File: src/rtl/iac_pkg.sv
// Shared constants and types for the auto-masking interrupt controller.
// Assumes byte addressing with 32-bit registers.
package iac_pkg;
    // Global register offsets
    localparam int OFF_MASK_SET = 'h000;
    localparam int OFF_MASK_CLR = 'h004;
    localparam int OFF_SWT_SET  = 'h008;
    localparam int OFF_SWT_CLR  = 'h00C;
    localparam int AFF_BASE     = 'h100;
    // Per-core windows
    localparam int LOCAL_BASE   = 'h200;
    localparam int EXPL_BASE    = 'h400;
    // Offsets inside a per-core window (word index)
    localparam logic [1:0] WIN_EVENT = 2'd0;
    localparam logic [1:0] WIN_SEND  = 2'd1;
    localparam logic [1:0] WIN_SELF  = 2'd2;

    typedef enum logic [1:0] {
        EV_NONE  = 2'd0,
        EV_HW    = 2'd1,
        EV_SELF  = 2'd2,
        EV_OTHER = 2'd3
    } ev_kind_t;
endpackage

File: src/rtl/iac_prio_pick.sv
// Fixed-priority picker: reports whether any request bit is set and the
// index of the lowest set bit. Purely combinational.
module iac_prio_pick #(
    parameter int W  = 32,
    localparam int IW = (W > 1) ? $clog2(W) : 1
) (
    input  logic [W-1:0]  req,
    output logic          found,
    output logic [IW-1:0] idx
);
    // Scan from the top so the lowest set bit is the last one assigned
    always_comb begin
        found = |req;
        idx   = '0;
        for (int i = W - 1; i >= 0; i--) begin
            if (req[i]) idx = IW'(i);
        end
    end
endmodule

File: src/rtl/iac_core_sel.sv
// Per-core event selector: ranks the self IPI, then the other IPI, then the
// lowest routed hardware line. Builds the event word and the core's request.
// Assumes line_req is already qualified by mask and affinity.
module iac_core_sel
    import iac_pkg::*;
#(
    parameter int NLINES = 32,
    localparam int LW = (NLINES > 1) ? $clog2(NLINES) : 1
) (
    input  logic [NLINES-1:0] line_req,
    input  logic              ipi_self,
    input  logic              ipi_other,
    output ev_kind_t          ev_kind,
    output logic [LW-1:0]     ev_line,
    output logic [31:0]       ev_word,
    output logic              irq
);
    logic          hw_found;
    logic [LW-1:0] hw_idx;

    iac_prio_pick #(.W(NLINES)) u_pick (
        .req   (line_req),
        .found (hw_found),
        .idx   (hw_idx)
    );

    // Choose the winning event and encode it
    always_comb begin
        ev_line = hw_idx;
        if (ipi_self) begin
            ev_kind = EV_SELF;
            ev_word = 32'h8001_0000;
        end else if (ipi_other) begin
            ev_kind = EV_OTHER;
            ev_word = 32'h8001_0001;
        end else if (hw_found) begin
            ev_kind = EV_HW;
            ev_word = {1'b1, 15'd0, 16'(hw_idx)};
        end else begin
            ev_kind = EV_NONE;
            ev_word = 32'd0;
        end
    end

    // Request to the core whenever any event is waiting
    assign irq = ipi_self | ipi_other | hw_found;
endmodule

File: src/rtl/irq_automask_ctrl.sv
// Auto-masking interrupt controller top. Holds mask, software trigger,
// affinity and IPI state, decodes the register port and acknowledges
// events on read. Assumes NLINES <= 32 and one access per cycle.
module irq_automask_ctrl
    import iac_pkg::*;
#(
    parameter int NCORES = 4,
    parameter int NLINES = 32,
    parameter int ADDR_W = 12,
    localparam int CW = (NCORES > 1) ? $clog2(NCORES) : 1,
    localparam int LW = (NLINES > 1) ? $clog2(NLINES) : 1
) (
    input  logic              clk,
    input  logic              rst_n,
    input  logic [NLINES-1:0] hw_irq,
    input  logic              bus_valid,
    input  logic              bus_write,
    input  logic [CW-1:0]     bus_core,
    input  logic [ADDR_W-1:0] bus_addr,
    input  logic [31:0]       bus_wdata,
    output logic              bus_rvalid,
    output logic [31:0]       bus_rdata,
    output logic [NCORES-1:0] irq_out
);
    localparam logic [ADDR_W-1:0] A_MSET  = ADDR_W'(OFF_MASK_SET);
    localparam logic [ADDR_W-1:0] A_MCLR  = ADDR_W'(OFF_MASK_CLR);
    localparam logic [ADDR_W-1:0] A_SSET  = ADDR_W'(OFF_SWT_SET);
    localparam logic [ADDR_W-1:0] A_SCLR  = ADDR_W'(OFF_SWT_CLR);
    localparam logic [ADDR_W-1:0] A_AFF   = ADDR_W'(AFF_BASE);
    localparam logic [ADDR_W-1:0] A_LOC   = ADDR_W'(LOCAL_BASE);
    localparam logic [ADDR_W-1:0] A_EXP   = ADDR_W'(EXPL_BASE);
    localparam logic [ADDR_W-3:0] N_LINES = (ADDR_W-2)'(NLINES);
    localparam logic [ADDR_W-5:0] N_CORES = (ADDR_W-4)'(NCORES);
    localparam logic [CW:0]       N_CW    = (CW+1)'(NCORES);

    logic [NLINES-1:0] mask_q, swt_q;
    logic [NCORES-1:0] aff_q [NLINES];
    logic [NCORES-1:0] ipi_self_q, ipi_other_q;
    logic [31:0]       rdata_q;
    logic              rvalid_q;

    logic [NLINES-1:0] pend_w;
    ev_kind_t          ev_kind [NCORES];
    logic [LW-1:0]     ev_line [NCORES];
    logic [31:0]       ev_word [NCORES];

    // Lines pending before routing: either source, not masked
    assign pend_w = (hw_irq | swt_q) & ~mask_q;

    // One selector per core on its affinity column
    for (genvar c = 0; c < NCORES; c++) begin : g_core
        logic [NLINES-1:0] col;
        for (genvar l = 0; l < NLINES; l++) begin : g_col
            assign col[l] = aff_q[l][c];
        end
        iac_core_sel #(.NLINES(NLINES)) u_sel (
            .line_req  (pend_w & col),
            .ipi_self  (ipi_self_q[c]),
            .ipi_other (ipi_other_q[c]),
            .ev_kind   (ev_kind[c]),
            .ev_line   (ev_line[c]),
            .ev_word   (ev_word[c]),
            .irq       (irq_out[c])
        );
    end

    // Address decode
    logic [ADDR_W-1:0] aff_rel, exp_rel;
    logic              is_aff, is_loc, is_exp, is_win, core_ok;
    logic [LW-1:0]     aff_idx;
    logic [CW-1:0]     tgt_core;
    logic [1:0]        win_off;

    // Classify the address and pick the window core
    always_comb begin
        aff_rel  = bus_addr - A_AFF;
        exp_rel  = bus_addr - A_EXP;
        is_aff   = (bus_addr >= A_AFF) && (aff_rel[ADDR_W-1:2] < N_LINES);
        aff_idx  = aff_rel[LW+1:2];
        is_loc   = (bus_addr[ADDR_W-1:4] == A_LOC[ADDR_W-1:4]);
        is_exp   = (bus_addr >= A_EXP) && (exp_rel[ADDR_W-1:4] < N_CORES);
        tgt_core = is_loc ? bus_core : exp_rel[CW+3:4];
        core_ok  = ({1'b0, tgt_core} < N_CW);
        is_win   = (is_loc || is_exp) && core_ok;
        win_off  = bus_addr[3:2];
    end

    logic        rd_ev, wr_acc;
    logic [31:0] rd_mux;
    assign rd_ev  = bus_valid && !bus_write && is_win && (win_off == WIN_EVENT);
    assign wr_acc = bus_valid && bus_write;

    // Read data selection
    always_comb begin
        rd_mux = 32'd0;
        if (bus_addr == A_MSET || bus_addr == A_MCLR) rd_mux = 32'(mask_q);
        else if (bus_addr == A_SSET || bus_addr == A_SCLR) rd_mux = 32'(swt_q);
        else if (is_aff) rd_mux = 32'(aff_q[aff_idx]);
        else if (is_win) begin
            if (win_off == WIN_EVENT) rd_mux = ev_word[tgt_core];
            else if (win_off == WIN_SEND || win_off == WIN_SELF)
                rd_mux = {30'd0, ipi_other_q[tgt_core], ipi_self_q[tgt_core]};
        end
    end

    // State update: register writes, read response and acknowledge on read
    always_ff @(posedge clk) begin
        if (!rst_n) begin
            mask_q      <= '1;
            swt_q       <= '0;
            ipi_self_q  <= '0;
            ipi_other_q <= '0;
            rdata_q     <= '0;
            rvalid_q    <= 1'b0;
            for (int l = 0; l < NLINES; l++) aff_q[l] <= NCORES'(1);
        end else begin
            rvalid_q <= bus_valid && !bus_write;
            if (bus_valid && !bus_write) rdata_q <= rd_mux;
            if (wr_acc) begin
                if (bus_addr == A_MSET) mask_q <= mask_q | bus_wdata[NLINES-1:0];
                if (bus_addr == A_MCLR) mask_q <= mask_q & ~bus_wdata[NLINES-1:0];
                if (bus_addr == A_SSET) swt_q  <= swt_q | bus_wdata[NLINES-1:0];
                if (bus_addr == A_SCLR) swt_q  <= swt_q & ~bus_wdata[NLINES-1:0];
                if (is_aff) aff_q[aff_idx] <= bus_wdata[NCORES-1:0];
                if (is_win && win_off == WIN_SELF && bus_wdata[0])
                    ipi_self_q[tgt_core] <= 1'b1;
                if (is_win && win_off == WIN_SEND && bus_wdata < 32'(NCORES))
                    ipi_other_q[bus_wdata[CW-1:0]] <= 1'b1;
            end
            if (rd_ev) begin
                unique case (ev_kind[tgt_core])
                    EV_HW:    mask_q[ev_line[tgt_core]] <= 1'b1;
                    EV_SELF:  ipi_self_q[tgt_core]      <= 1'b0;
                    EV_OTHER: ipi_other_q[tgt_core]     <= 1'b0;
                    default:  ;
                endcase
            end
        end
    end

    assign bus_rdata  = rdata_q;
    assign bus_rvalid = rvalid_q;
endmodule

File: config.mk
export PLATFORM = sky130hd
export DESIGN_NAME = irq_automask_ctrl
export DESIGN_NICKNAME = d
export VERILOG_FILES = /design/src/rtl/iac_pkg.sv /design/src/rtl/iac_prio_pick.sv /design/src/rtl/iac_core_sel.sv /design/src/rtl/irq_automask_ctrl.sv
export SDC_FILE = /design/constraint.sdc
export NUM_CORES = 1
export LEC_CHECK = 0
export ABC_AREA = 1
export BUFFER_PORTS_ARGS = -buffer_cell sky130_fd_sc_hd__buf_4
export CELL_PAD_IN_SITES_DETAIL_PLACEMENT = 0
export CELL_PAD_IN_SITES_GLOBAL_PLACEMENT = 2
export CORE_UTILIZATION = 34
export CTS_BUF_LIST = sky130_fd_sc_hd__clkbuf_8
export CTS_CLUSTER_SIZE = 40
export DETAILED_ROUTE_END_ITERATION = 10
export PLACE_DENSITY_LB_ADDON = 0.25
export SYNTH_ARGS = -nofsm -noshare
export SYNTH_HDL_FRONTEND = slang
export SYNTH_HIERARCHICAL = 1
export SYNTH_SLANG_ARGS = --single-unit
File: constraint.sdc
create_clock -name clk -period 3.9 [get_ports clk]
set_input_delay 0.585 -clock clk [delete_from_list [all_inputs] [get_ports clk]]
set_output_delay 0.585 -clock clk [all_outputs]
set_load 0.01 [all_outputs]
==> reports/qor.txt, run 1 <==
outcome: complete, but fails checks
violated checks: design-rule violations
# Post-CTS Setup Buffers: 0
actual slew at the worst max-slew pin: 1160 ps
Unique masters post-synth: 44
Netlist Area Pre-Place: 17220 µm²
yosys warns: 6
power consumption: 5.532 mW
clk_lat worst skew: 630 ps
I/O pins: 119
data required time at the worst endpoint: 3310 ps
Fin Setup TNS: 0 ps
Syn Area/Cell: 6.148 µm²
CP Depth: 10
Seq cells post-synth: 233
Final Max Slew Viols: 0
Port Buffers: 118
FF-to-FF setup slack: 310 ps
Placement Rows: 82
post-synth top area share: 22.32%
CP cell instances: o21ai_0 > nor2_1 > nor4_1 > inv_1 > nor2_1 > nand3_1 > inv_1 > buf_4 > nand2_1 > buf_4
most instantiated library cell after synthesis: nand2_1
antenna-violating nets left: 0
Hold Path Sink: ipi_other_q[3]
Chip Width: 227.1 µm
PD cells: 277.8 nW/µm²
period utilization: 94.83%
largest net degree at the start of global routing: 98
Register-to-Register Path Depth: 27
clock sink count: 233
CTS root buf: clkbuf_8
final hold viol count: 0
DRT iter0 DRCs: 1375
core area: 50070 µm²
Pre-antenna DRT Iters: 9
RSZ-0062 raised after global routing: yes
Clock Pin Slew Worst Setup and Hold Paths: 60 ps
Seq/Total Area, Yosys: 34.52%
CTS tree: yes
Post-synth ARST share: 0%
clock skew: 21.20 ps
Syn-to-layout area delta: 15.63%
Min-Delay Path Depth: 5
wire per inst: 18.83 µm
CTS Hold Bufs: 0
Initial Util: 34.40%
WL final: 69210 µm
final-report setup violation count: 0
VDD IR-drop max: 245.3 µV
HP Class: input pin to register
Storage cell area: 5947 µm²
Lkg Pwr: 9.912 nW
CP Buf/Inv Count: 4
Die Ht: 227.1 µm
slowest stage delay, CP: 490 ps
Post-Syn Instances: 2801
Clock Path Buffers: 3
Worst Path Max Fanout: 4
DR vias/cell: 4.812
die footprint: 51560 µm²
worst path arrival time: 3110 ps
Synth area leaders: edfxtp_1, nand2_1, dfxtp_1
Critical R2R Capture: bus_rdata[1]
number of synthesized flops with an enable pin: 128
Total Routing Usage GR: 26.95%
crit end category: output port
first-pass GRT wire length: 103100 µm
Synth Flop Type: edfxtp_1
diodes inserted: 0
Final min period: 3698 ps
layout cell share with drive strength beyond 1: 12.35%
CP top delay family: simple AND/OR/NAND/NOR gates
H-tree depth: 2
slew margin rel.: 22.67%
Post-CTS Resized: 0
worst hold start: bus_wdata[1]
Final #Nets: 3059
startpoint types: register
maxcap violations: 0
final global-route overflow total: 0
worst reg2reg startpoint: mask_q[26]
Fillers: 5597
CP max-delay cell: o21ai_0
leading area contributor after synthesis: edfxtp_1
CP Class: register to output port
vias in the first global route: 16810
post-DP HPWL: 52040 µm
Multi-input gate area: 8635 µm²
gpl congestion: 0.9442
detailed-route via count: 17684
drt drc: 1
TritonCTS Buffers: 45
antenna violations before repair: 0
Peak Freq: 270.4 MHz
top cells by count, synth: nand2_1, inv_1, nor2_1, a21oi_1, edfxtp_1
==> tightest hold or removal path, stage by stage <==
cell and delay, ps:
buf_4 120, nand2_1 60, a21oi_1 50, nand2_1 60, inv_1 30
==> logic make-up (layout without fill, tap and decap cells) <==
group	count (synthesis)	after routing	synth area share (%)
adder cells (fa/ha/maj)	4	4	0.2906
buffers and inverters	670	776	17.79
other	4	100	0.08716
AO/OA/AOI/OAI	350	350	10.83
AND/OR/NAND/NOR	1540	1540	36.48
flip-flops	233	233	34.52
==> layer usage <==
metal / vias up / share of wire [%] / global-route usage [%]
met5: - / 0 / 0
met2: 522 / 44 / 43.10
li1: 8858 / - / -
met1: 8216 / 47 / 38.12
met4: 0 / 2.4 / 7.079
met3: 88 / 5.7 / 3.446
==> power breakdown <==
group          leakage (nW)  switching, mW  internal (mW)
clock network         0.448           1.14           1.09
logic                  7.38          0.452          0.172
registers              2.08         0.0269           2.65
==> cells in the final DEF (no fill, tap or decap), drive strengths merged <==
| cell | count |
|---|---|
| a211oi | 5 |
| a21oi | 213 |
| nor3 | 98 |
| conb | 100 |
| o211ai | 4 |
| nor2 | 406 |
| nor3b | 1 |
| bufinv | 8 |
| nor4 | 11 |
| o21a | 1 |
| inv | 460 |
| nand2 | 880 |
| nand3b | 1 |
| a22oi | 2 |
| ha | 4 |
| o31ai | 4 |
| a31oi | 4 |
| nand3 | 106 |
| clkbuf | 46 |
| dfxtp | 105 |
| a311oi | 4 |
| buf | 245 |
| o21ai | 101 |
| clkinvlp | 3 |
| edfxtp | 128 |
| clkinv | 14 |
| o21bai | 8 |
| a21boi | 4 |
| nand4 | 37 |
==> area by class of cell <==
type,count,area share [%]
well taps,672,4.222
clock inverters,31,0.6912
repair buffers,245,9.551
clock buffers,46,3.179
multi-input cells,1994,43.36
flip-flops and latches,233,29.86
inverters,454,9.130
==> through the flow <==
stage	cell area, µm²	utilization, %	cells	worst slack (ps)	hold WS, ps
2_1_floorplan	17580	-	2897	824.3	490.0
3_3_place_gp	19100	38.14	3598	15.38	453.9
3_5_place_dp	19100	38.14	3598	-9.648	457.7
4_1_cts	19870	39.68	3675	193.9	295.0
5_1_grt	19910	39.77	3675	-0.3650	357.6
6_report	19910	39.77	3675	201.8	329.3
==> worst max path at each step <==
stage	end	slack, ps
5_1_grt	mask_q[15]	-0.4
3_3_place_gp	mask_q[9]	20
2_1_floorplan	mask_q[23]	820
6_report	irq_out[3]	200
4_1_cts	irq_out[3]	190
3_5_place_dp	mask_q[5]	-10
No activity file was read; power rests on OpenSTA's default activity.
==> run 2: changes to the inputs <==
CORE_UTILIZATION = 33   (was 34)
CTS_BUF_LIST = sky130_fd_sc_hd__clkbuf_16   (was sky130_fd_sc_hd__clkbuf_8)
PLACE_DENSITY_LB_ADDON = 0.05   (was 0.25)
==> run 2 against run 1 <==
- total power grew 11%
- the run now ends clean
- setup slack gained 36 ps
- largest cell class unchanged
- clock skew grew 26 ps
- critical path depth grew 1
- cell count grew 0.27%
- critical path type unchanged
- die area grew 3.0%
- critical endpoint unchanged
- global-route usage shrank 0.24 points
- sequential power is essentially flat
- routed wire length grew 2.8%
- design area grew 2.3%
- largest power group is now the clock network
==> reports/qor.txt, run 2 (same netlist as run 1, synthesis figures left out) <==
outcome: completed
Multi-input gate area: 8641 µm² (about the same)
WL final: 71120 µm (+2.8%)
Peak Freq: 273.1 MHz (+0.98%)
antenna violations before repair: 0 (unchanged)
Total Routing Usage GR: 26.72% (-0.24 points)
worst reg2reg startpoint: mask_q[27]
Critical R2R Capture: mask_q[27]
data required time at the worst endpoint: 3310 ps (about the same)
first-pass GRT wire length: 106700 µm (+3.6%)
Post-CTS Resized: 0 (unchanged)
HP Class: input pin to register
antenna-violating nets left: 0 (unchanged)
CTS root buf: clkbuf_16
Placement Rows: 83 (+1.2%)
Final Max Slew Viols: 0 (unchanged)
commonest non-fill, non-tap cells in the layout: nand2_1, inv_1, nor2_1
PD cells: 301.9 nW/µm² (+8.7%)
clock sink count: 233 (unchanged)
Final #Nets: 3069 (+0.33%)
TritonCTS Buffers: 30 (-33%)
final setup margin: 237.8 ps (+35.98 ps)
largest net degree at the start of global routing: 98 (unchanged)
Worst Path Max Fanout: 4 (unchanged)
die footprint: 53100 µm² (+3.0%)
detailed-route via count: 17556 (-0.72%)
Clock Path Buffers: 3 (unchanged)
post-DP HPWL: 53440 µm (+2.7%)
worst hold start: bus_wdata[1]
Chip Width: 230.4 µm (+1.5%)
# Post-CTS Setup Buffers: 0 (unchanged)
Hold Path Sink: ipi_other_q[3]
gpl congestion: 0.9200 (-2.6%)
slew margin rel.: 24.61% (+1.9 points)
maxcap violations: 0 (unchanged)
CTS Hold Bufs: 0 (unchanged)
DR vias/cell: 4.764 (-0.99%)
Clock Pin Slew Worst Setup and Hold Paths: 70 ps (about the same)
Initial Util: 33.50% (-0.89 points)
final core occ: 39.63% (-0.14 points)
FF-to-FF setup slack: 330 ps (+20 ps)
drt drc: 0 (-1)
power consumption: 6.150 mW (+11%)
diodes inserted: 0 (unchanged)
Final min period: 3662 ps (-35.98 ps)
clock skew: 47.39 ps (+26.18 ps)
core area: 51410 µm² (+2.7%)
H-tree depth: 1 (-1)
Fillers: 5633 (+0.64%)
final hold viol count: 0 (unchanged)
DRT iter0 DRCs: 1192 (-13%)
clk_lat worst skew: 630 ps (about the same)
vias in the first global route: 17056 (+1.5%)
CP Class: register to output port
Storage cell area: 5946 µm² (about the same)
Min-Delay Path Depth: 5 (unchanged)
RSZ-0062 raised after global routing: yes
VDD IR-drop max: 440.2 µV (+79%)
Register-to-Register Path Depth: 41 (+52%)
final global-route overflow total: 0 (unchanged)
commonest non-fill, non-tap cell in the layout: nand2_1
Pre-antenna DRT Iters: 7 (-2)
period utilization: 93.90% (-0.92 points)
Die Ht: 230.4 µm (+1.5%)
I/O pins: 119 (unchanged)
CTS tree: yes
crit end category: output port
wire per inst: 19.30 µm (+2.5%)
Lkg Pwr: 10.09 nW (+1.8%)
startpoint types: register
layout cell share with drive strength beyond 1: 13.08% (+0.72 points)
actual slew at the worst max-slew pin: 1131 ps (-29.15 ps)
Port Buffers: 118 (unchanged)
Post-Place Worst Slack: -90.77 ps (-81.13 ps)
worst path arrival time: 3080 ps (-30 ps)
Syn-to-layout area delta: 18.31%
final-report setup violation count: 0 (unchanged)
==> run 2: cell count changes in the layout (fill, tap and decap cells not counted), moves of 4 or more <==
cell       delta
clkinv_1      -5
clkinv_4      +4
clkbuf_16    +30
buf_4        +22
inv_1        -11
clkbuf_8     -46
==> run 2: worst max path at each step <==
stage,start,endpoint,slack (ps)
6_report,register,irq_out[3],240
2_1_floorplan,hw_irq[30],mask_q[23],820
5_1_grt,mask_q[27],mask_q[27],-20
3_5_place_dp,hw_irq[31],mask_q[12],-90
3_3_place_gp,hw_irq[30],mask_q[25],-50
4_1_cts,register,irq_out[2],130
==> run 2: metal layers <==
metal	part of all wire, %	up-vias	routed length, µm	global-route usage [%]
met2	45	424	32200	43.62
met3	4.2	84	3019	2.569
met1	48	8170	34050	37.62
met4	2.6	0	1850	6.726
li1	-	8878	-	-
met5	0	-	0	0
==> run 2: layout make-up <==
cell class / instances / area share [%]
clock buffers: 30 / 3.685
clock inverters: 24 / 1.185
inverters: 454 / 8.923
multi-input cells: 1994 / 42.41
flip-flops and latches: 233 / 29.18
well taps: 680 / 4.176
repair buffers: 270 / 10.44
==> run 2: per-stage QoR <==
| stage | TNS, ps | std cells | hold WS, ps | instance area, µm² |
|---|---|---|---|---|
| floorplan | 0 | 2897 | 490.0 | 17580 |
| global placement | -985.8 | 3631 | 455.1 | 19330 |
| detailed placement | -2182 | 3631 | 457.6 | 19330 |
| CTS | 0 | 3685 | 295.7 | 20330 |
| global route | -53.25 | 3685 | 394.8 | 20370 |
| finish | 0 | 3685 | 321.5 | 20370 |
==> run 2: where the power goes <==
| group | leakage, nW | switching, mW | internal, mW |
|---|---|---|---|
| sequential | 2.08 | 0.0283 | 2.65 |
| clock | 0.490 | 1.22 | 1.61 |
| combinational | 7.51 | 0.461 | 0.176 |
| total | 10.1 | 1.71 | 4.44 |
==> run 2: worst max-delay path: stages, from the launching register on <==
cell and delay [ps]:
dfxtp_1 340, o21ai_0 430, buf_4 240, nor2_1 60, nor2_1 330, nand2_1 100, nor2_1 290, nand3_1 160
inv_1 130, buf_4 120, nand2_1 90, buf_4 170
==> run 3: changes to the inputs <==
BUFFER_PORTS_ARGS = not set   (was -buffer_cell sky130_fd_sc_hd__buf_4)
CORE_UTILIZATION = 35   (was 33)
DONT_BUFFER_PORTS = 1   (was not set)
==> run 3 against run 2 <==
- core utilization is 0.42 points higher
- routed wire length is 1.6% lower
- via count decreased by 2.0%
- setup slack got worse by 40 ps
- clock skew decreased by 23 ps
- design area down 5.3%
- largest power group unchanged
- critical path depth shrank 1
==> reports/qor.txt, run 3 (same netlist as run 1, synthesis figures left out) <==
TritonCTS Buffers: 30 (unchanged)
core area: 48150 µm² (-6.3%)
antenna violations before repair: 3 (+3)
layout cell share with drive strength beyond 1: 9.218% (-3.9 points)
vias in the first global route: 16291 (-4.5%)
Initial Util: 35.77% (+2.3 points)
PD cells: 315.7 nW/µm² (+4.6%)
Final min period: 3703 ps (+40.49 ps)
outcome: completed
Min-Delay Path Depth: 2 (-3)
Syn-to-layout area delta: 11.99%
DR vias/cell: 4.903 (+2.9%)
RSZ-0062 raised after global routing: yes
Lkg Pwr: 9.350 nW (-7.3%)
Worst Path Max Fanout: 4 (unchanged)
CP Class: register to output port
final global-route overflow total: 0 (unchanged)
FF-to-FF setup slack: 320 ps (about the same)
Placement Rows: 80 (-3.6%)
antenna-violating nets left: 0 (unchanged)
drt drc: 0 (unchanged)
Clock Path Buffers: 3 (unchanged)
detailed-route via count: 17206 (-2.0%)
period utilization: 94.94% (+1.0 points)
Inst Count DP: 3452 (-4.9%)
Port Buffers: 0 (-100%)
HP Class: input pin to register
final-report setup violation count: 0 (unchanged)
worst hold start: rst_n
Final #Nets: 2915 (-5.0%)
Pre-antenna DRT Iters: 8 (+1)
worst hold margin: 143.9 ps (-177.6 ps)
diodes inserted: 0 (unchanged)
Total Routing Usage GR: 27.74% (+1.0 points)
Final Max Slew Viols: 0 (unchanged)
WL final: 69990 µm (-1.6%)
CTS root buf: clkbuf_16
gpl congestion: 0.9157 (-0.47%)
commonest non-fill, non-tap cells in the layout: nand2_1, inv_1, nor2_1
Critical R2R Capture: bus_rdata[0]
largest net degree at the start of global routing: 98 (unchanged)
wire per inst: 19.95 µm (+3.4%)
actual slew at the worst max-slew pin: 1196 ps (+65.59 ps)
die footprint: 50100 µm² (-5.7%)
commonest non-fill, non-tap cell in the layout: nand2_1
Die Ht: 223.8 µm (-2.9%)
startpoint types: register
first-pass GRT wire length: 103300 µm (-3.2%)
clock skew: 24.20 ps (-23.18 ps)
worst path arrival time: 3120 ps (+40 ps)
VDD IR-drop max: 304.2 µV (-31%)
Final Non-Filler Cells: 3509 (-4.8%)
crit end category: output port
clk_lat worst skew: 600 ps (-30 ps)
Clock Pin Slew Worst Setup and Hold Paths: 60 ps (about the same)
CTS tree: yes
maxcap violations: 0 (unchanged)
data required time at the worst endpoint: 3310 ps (about the same)
I/O pins: 119 (unchanged)
slew margin rel.: 20.24% (-4.4 points)
clock sink count: 233 (unchanged)
post-DP HPWL: 52100 µm (-2.5%)
Register-to-Register Path Depth: 44 (+7.3%)
H-tree depth: 1 (unchanged)
Chip Width: 223.8 µm (-2.9%)
power consumption: 6.088 mW (-1.0%)
Hold Path Sink: bus_rdata[3]
Peak Freq: 270.1 MHz (-1.1%)
DRT iter0 DRCs: 1423 (+19%)
final hold viol count: 0 (unchanged)
run 3: changes by cell type in the layout (fill, tap and decap cells not counted), sizes merged:
| cell | change |
|---|---|
| inv | +2 |
| clkbuf | +2 |
| buf | -154 |
| clkinvlp | -4 |
| bufinv | +1 |
| clkinv | +1 |
run 3: layout make-up:
type,count,area [µm²]
fill,5292,28860
clock inverter,24,222.7
sequential,233,5953
multi-input combinational,1994,8733
clock buffer,32,800.8
timing repair buffer,116,937.1
tap,656,820.8
inverter,454,1818
run 3: repair_timing:
action | in CTS | in global routing
gates resized for setup | 0 | 54
hold endpoints to repair | 0 | 0
setup endpoints to repair | 0 | 34
hold buffers | 0 | 0
setup buffers | 0 | 3
run 3: metrics by stage:
stage	TNS [ps]	cell area, µm²	utilization (%)	setup slack, ps
after floorplan	0	17580	-	824.3
after global placement	0	18100	37.60	28.13
after detailed placement	0	18100	37.60	19.87
after CTS	0	19130	39.72	206.5
after global routing	-12.12	19290	40.06	-12.12
final	0	19290	40.06	197.3
run 3: worst max-delay path by stage:
stage / startpoint / to / cells after the start
floorplan: hw_irq[30] / mask_q[23] / 41
global placement: hw_irq[29] / mask_q[7] / 42
detailed placement: hw_irq[31] / mask_q[18] / 41
CTS: mask_q[28] / mask_q[30] / 41
global route: register / bus_rdata[0] / 44
finish: register / irq_out[0] / 10
run 3: critical path, cell delays in order (launching register included):
cell,delay (ps)
dfxtp_1,330
o21ai_0,580
buf_4,280
nor2_1,60
nor2_1,160
nand2_1,100
nor2_1,340
nand3_1,240
inv_1,160
buf_4,130
nand2_1,160
run 3: where the power goes:
part	total, mW	internal [mW]	switching (mW)
combinational	0.511	0.116	0.396
sequential	2.68	2.65	0.0293
clock	2.89	1.74	1.16
run 3: routing by layer:
layer,part of all wire [%],vias to the layer above,GRT usage (%)
li1,-,8570,-
met2,44,523,43.66
met1,47,8023,39.15
met3,6.7,84,4.761
met4,2.6,6,7.048
met5,0.053,-,0
